<file path="src/rtl/cyc_timer8_pkg.sv">
package cyc_timer8_pkg;
  localparam int DEF_DATA_W     = 8;
  localparam int DEF_ADDR_W     = 8;
  localparam int DEF_RATIO_W    = 3;
  localparam int DEF_HOLD_TICKS = 2;

  // divider width needed to reach the largest ratio code
  function automatic int div_width(input int ratio_w);
    return 2 ** ratio_w;
  endfunction

  // width of a counter that holds values 0..n
  function automatic int span_width(input int n);
    return (n < 2) ? 1 : $clog2(n + 1);
  endfunction
endpackage

</file>
<file path="src/rtl/cyc_timer8_gate.sv">
module cyc_timer8_gate #(
  parameter int HOLD_TICKS = 2
) (
  input  logic clk,
  input  logic rst,
  input  logic load,
  input  logic tick,
  output logic pass
);
  import cyc_timer8_pkg::*;
  localparam int HW = span_width(HOLD_TICKS);

  logic [HW-1:0] hold_q;

  always_ff @(posedge clk) begin
    if (rst)                       hold_q <= '0;
    else if (load)                 hold_q <= HW'(HOLD_TICKS);
    else if (tick && hold_q != '0) hold_q <= hold_q - 1'b1;
  end

  assign pass = tick && !load && (hold_q == '0);

  AST_HOLD_AFTER_LOAD: assert property (@(posedge clk) disable iff (rst)
    load |=> !pass);
endmodule

</file>
<file path="src/rtl/cyc_timer8_presc.sv">
module cyc_timer8_presc #(
  parameter int RATIO_W = 3
) (
  input  logic               clk,
  input  logic               rst,
  input  logic               clr,
  input  logic               adv,
  input  logic               bypass,
  input  logic [RATIO_W-1:0] ratio,
  output logic               step
);
  import cyc_timer8_pkg::*;
  localparam int PW = div_width(RATIO_W);

  logic [PW-1:0] div_q;
  logic [PW-1:0] mask;
  logic          hit;

  always_comb begin
    for (int i = 0; i < PW; i++) mask[i] = (i <= int'(ratio));
  end

  assign hit  = ((div_q & mask) == mask);
  assign step = adv && (bypass || hit);

  always_ff @(posedge clk) begin
    if (rst || clr)          div_q <= '0;
    else if (adv && !bypass) div_q <= hit ? '0 : div_q + 1'b1;
  end

  AST_DIV_CLEARED: assert property (@(posedge clk) disable iff (rst)
    clr |=> (div_q == '0));
  AST_BYPASS_NO_DIV: assert property (@(posedge clk) disable iff (rst)
    (bypass && !clr) |=> $stable(div_q));
endmodule

</file>
<file path="src/rtl/cyc_timer8_count.sv">
module cyc_timer8_count #(
  parameter int DATA_W = 8
) (
  input  logic              clk,
  input  logic              rst,
  input  logic              load,
  input  logic [DATA_W-1:0] load_val,
  input  logic              step,
  output logic [DATA_W-1:0] count_q,
  output logic              ovf_q
);
  always_ff @(posedge clk) begin
    if (rst) begin
      count_q <= '0;
      ovf_q   <= 1'b0;
    end else if (load) begin
      count_q <= load_val;
      ovf_q   <= 1'b0;
    end else begin
      ovf_q <= step && (&count_q);
      if (step) count_q <= count_q + 1'b1;
    end
  end

  AST_LOAD_VALUE: assert property (@(posedge clk) disable iff (rst)
    load |=> (count_q == $past(load_val)));
  AST_OVF_AT_ZERO: assert property (@(posedge clk) disable iff (rst)
    ovf_q |-> (count_q == '0));
  AST_OVF_SINGLE: assert property (@(posedge clk) disable iff (rst)
    ovf_q |=> !ovf_q);
endmodule

</file>
<file path="src/rtl/cyc_timer8.sv">
module cyc_timer8 #(
  parameter int              DATA_W     = 8,
  parameter int              ADDR_W     = 8,
  parameter logic [ADDR_W-1:0] TMR_ADDR = 8'h01,
  parameter int              RATIO_W    = 3,
  parameter int              HOLD_TICKS = 2
) (
  input  logic               clk,
  input  logic               rst,
  input  logic               tick,
  input  logic               wr_en,
  input  logic [ADDR_W-1:0]  wr_addr,
  input  logic [DATA_W-1:0]  wr_data,
  input  logic               opt_bypass,
  input  logic [RATIO_W-1:0] opt_ratio,
  output logic [DATA_W-1:0]  count_q,
  output logic               ovf_pulse
);
  logic wr_hit;
  logic tick_pass;
  logic step;

  assign wr_hit = wr_en && (wr_addr == TMR_ADDR);

  cyc_timer8_gate #(.HOLD_TICKS(HOLD_TICKS)) u_gate (
    .clk(clk), .rst(rst), .load(wr_hit), .tick(tick), .pass(tick_pass)
  );

  cyc_timer8_presc #(.RATIO_W(RATIO_W)) u_presc (
    .clk(clk), .rst(rst), .clr(wr_hit), .adv(tick_pass),
    .bypass(opt_bypass), .ratio(opt_ratio), .step(step)
  );

  cyc_timer8_count #(.DATA_W(DATA_W)) u_count (
    .clk(clk), .rst(rst), .load(wr_hit), .load_val(wr_data),
    .step(step), .count_q(count_q), .ovf_q(ovf_pulse)
  );

  AST_IDLE_STABLE: assert property (@(posedge clk) disable iff (rst)
    (!tick && !wr_hit) |=> $stable(count_q));
  AST_FOREIGN_ADDR: assert property (@(posedge clk) disable iff (rst)
    (wr_en && !wr_hit && !tick) |=> $stable(count_q));
  AST_LOAD_WINS: assert property (@(posedge clk) disable iff (rst)
    (wr_hit && tick) |=> (count_q == $past(wr_data)));
  AST_OVF_NEEDS_TICK: assert property (@(posedge clk) disable iff (rst)
    !tick |=> !ovf_pulse);
endmodule

</file>
<file path="config.mk">
export PLATFORM = sky130hd
export DESIGN_NAME = cyc_timer8
export DESIGN_NICKNAME = d
export VERILOG_FILES = /design/src/rtl/cyc_timer8_pkg.sv /design/src/rtl/cyc_timer8_gate.sv /design/src/rtl/cyc_timer8_presc.sv /design/src/rtl/cyc_timer8_count.sv /design/src/rtl/cyc_timer8.sv
export SDC_FILE = /design/constraint.sdc
export NUM_CORES = 1
export LEC_CHECK = 0
export ABC_AREA = 1
export CAP_MARGIN = 0
export CORE_MARGIN = 2
export CORE_UTILIZATION = 46
export CTS_BUF_LIST = sky130_fd_sc_hd__clkbuf_4
export CTS_CLUSTER_DIAMETER = 120
export CTS_CLUSTER_SIZE = 16
export DETAILED_ROUTE_END_ITERATION = 10
export PLACE_DENSITY = 0.81
export SYNTH_ARGS = -nofsm -noshare
export SYNTH_HDL_FRONTEND = slang
export SYNTH_SLANG_ARGS = --single-unit
</file>
<file path="constraint.sdc">
create_clock -name clk -period 2.26 [get_ports clk]
set_input_delay 0.452 -clock clk [delete_from_list [all_inputs] [get_ports clk]]
set_output_delay 0.452 -clock clk [all_outputs]
set_load 0.1 [all_outputs]
</file>
==> reports/summary.md <==
* **run status** complete, no violations
* **highest clock frequency the design can meet** 588.7 MHz
* **number of buffers and inverters on the critical path** 1
* **ordered list of cells on the worst path** clkdlybuf4s50_1 -> nand3_2 -> nor3_4 -> nor2_2 -> nand2_4 -> nand2_4 -> nand2_1 -> a21oi_1
* **post-synthesis sequential area ratio** 30.46%
* **Worst Setup Start Kind** input port
* **total clock sinks** 19
* **CTS max path bufs** 2
* **leakage power summed over all cells** 0.7021 nW
* **transition time at the pin with the least slew margin** 0.4742 ns
* **number of register bits inferred by synthesis** 19
* **total power of the final layout** 0.7234 mW
* **total global routing overflow** 0
* **worst vdd ir** 0.2673 mV
* **type of element capturing the critical path** register
* **share of final-layout standard cells stronger than drive strength 1** 11.56%
* **Rows** 18
* **vias** 1309
* **vertical die dimension** 56.10 um
* **final net count** 253
* **number of max-cap violations** 0
* **area of the core** 2522 um2
* **Sum Neg Setup Slack** 0 ns
* **worst min-delay path class** register to register
* **pin count of the biggest net entering global routing** 11
* **post-detailed-route DRC marker count** 0
* **Power Dens Cells** 447.1 nW/um2
* **antenna-violating nets left** 0
* **Placed Instances** 251
* **routed len/inst** 11.07 um
* **Post-Synthesis Cell Area** 1249 um2
* **layout filler cell count** 234
* **CTS hold repair buffers** 0
* **number of primary I/O pins** 33
* **DR pass1 iterations** 4
* **post-cts repair resize count** 0
* **number of port buffers** 32
* **final max-slew violation count** 0
* **CTS tree** yes
* **synthesized netlist cell count** 189
* **placement-stage worst setup slack** 0.2438 ns
* **Post-CTS Setup Inserts** 0
* **critical-path maximum fanout** 10
* **clock buffers created by TritonCTS** 3
* **root buffer cell** clkbuf_4
* **Synth Net Count** 216
* **overall die width** 56.10 um
* **final hold violation count** 0
* **global-route wire length before repair** 5.099 mm
* **via count of the first global-routing pass** 1283
* **Finish-stage setup viols** 0
* **unrepaired setup endpoints after global routing** no
* **number of standard cells in the layout, taps in and fillers out** 255
* **initial antenna violation count** 0
* **distinct cell type count of the synthesized netlist** 24
* **GRT Total Usage** 19.83%
* **slowest cell on the critical path** clkdlybuf4s50_1
* **Data required, critical path** 2.47 ns
* **count of antenna diodes in the layout** 0
* **Die Outline Area** 3147 um2
* **number of DRC violations after detailed-routing iteration 0** 67
* **post-layout worst setup margin** 0.5615 ns
* **worst slew margin relative to its limit** 68.14%
* **effective utilization at floorplan** 49.50%
* **worst endpoint data arrival time** 1.91 ns
* **Total Routed Length** 2.824 mm
* **warnings from Yosys** 0
* **detailed-placement wirelength estimate** 2.227 mm
* **share of the clock period used by the worst path after layout** 75.16%
* **Avg Vias per Cell** 5.133
* **most common library cell in the layout ignoring fill and taps** nand2_1
* **layout-stage area growth over the synthesis result** 29.56%
* **peak per-stage delay on the critical path** 0.53 ns
* **final critical delay including setup and external delays** 1.699 ns
* **last weighted congestion value of the routability-driven placer** 0.8273
* **cell occurring most often along the worst timing path** nand2_4
* **Worst-path clk slew** 0.11 ns
* **syn avg cell area** 6.607 um2
* **Clk Latency, worst-skew pair** 0.31 ns
* **top library cells by usage in the layout, fill and taps aside** nand2_1, inv_1, nand3_1
* **Setup CP Type** input port to register
* **worst setup skew after layout** 0.003389 ns
* **cell family with most CP delay** simple AND/OR/NAND/NOR gates
* **number of levels in the clock H-tree** 1
==> flip-flops by register name, indices dropped and copies added, names as in the netlist <==
register and count:
u_count.count_q 8, u_count.ovf_q 1, u_gate.hold_q 2, u_presc.div_q 8
==> kinds of logic after synthesis <==
| logic type | Yosys count | synth area share, % |
|---|---|---|
| fa+ha+maj | 3 | 3.006 |
| xor+xnor | 8 | 5.611 |
| simple gates | 107 | 41.68 |
| mux | 1 | 0.9017 |
| buf+inv | 29 | 9.018 |
| flops | 19 | 30.46 |
| compound gates | 22 | 9.319 |
==> path summary, 6_finish.rpt <==
path / from / endpoint / slack [ns] / depth (start not counted)
max reg2reg: u_presc.div_q[2] / u_count.count_q[4] / 0.78 / 10
min: u_presc.div_q[7] / u_presc.div_q[7] / 0.48 / 2
min reg2reg: u_presc.div_q[7] / u_presc.div_q[7] / 0.48 / 2
max: wr_en / u_count.count_q[4] / 0.56 / 8
==> through the flow <==
| step | area (um2) | hold slack, ns | utilization (%) |
|---|---|---|---|
| after floorplan | 1249 | 0.4402 | - |
| after global placement | 1588 | 0.4518 | 62.95 |
| after detailed placement | 1588 | 0.4636 | 62.95 |
| after CTS | 1618 | 0.4918 | 64.14 |
| after global routing | 1618 | 0.5276 | 64.14 |
| final | 1618 | 0.4818 | 64.14 |
==> layout make-up <==
class                      instances  area [um2]  area share, %
tap                               30       37.54          2.320
inverter                          27       101.3          6.264
clock buffer                       4       30.03          1.856
multi-input combinational        141       755.7          46.71
sequential                        19       380.4          23.51
timing repair buffer              34       312.8          19.33
==> metal layers <==
layer / GRT usage, % / part of all wire [%] / vias to the layer above
met3: 3.721 / 4.0 / 6
met1: 22.74 / 45 / 579
li1: - / - / 694
met4: 7.483 / 1.7 / 0
met2: 35.97 / 49 / 30
met5: 0 / 0 / -
==> cells in the mapped netlist, drive strengths merged <==
cell type | count | area [um2]
nand3 | 26 | 135.1
mux2 | 1 | 11.26
nand4 | 8 | 50.05
nor4 | 1 | 6.260
xnor2 | 2 | 17.52
nand3b | 4 | 30.03
nand2 | 49 | 206.5
inv | 27 | 101.4
dfxtp | 19 | 380.4
clkbuf | 1 | 3.750
ha | 3 | 37.54
nor2 | 15 | 61.31
o21ai | 6 | 30.03
o21bai | 1 | 7.510
a21oi | 15 | 78.83
buf | 1 | 7.510
nor3 | 4 | 31.28
xor2 | 6 | 52.55
==> worst reg2reg max path, delay by kind of cell, from the launching register on <==
family / cells / cell delay (ns)
compound gates: 1 / 0.12
simple gates: 9 / 0.81
flops: 1 / 0.49
==> power breakdown <==
group | internal, mW | total (mW) | leakage, nW | switching [mW]
clock | 0.0810 | 0.195 | 0.0184 | 0.114
combinational | 0.0746 | 0.171 | 0.530 | 0.0963
sequential | 0.347 | 0.357 | 0.154 | 0.0110
(Power assumes the default switching activity.)
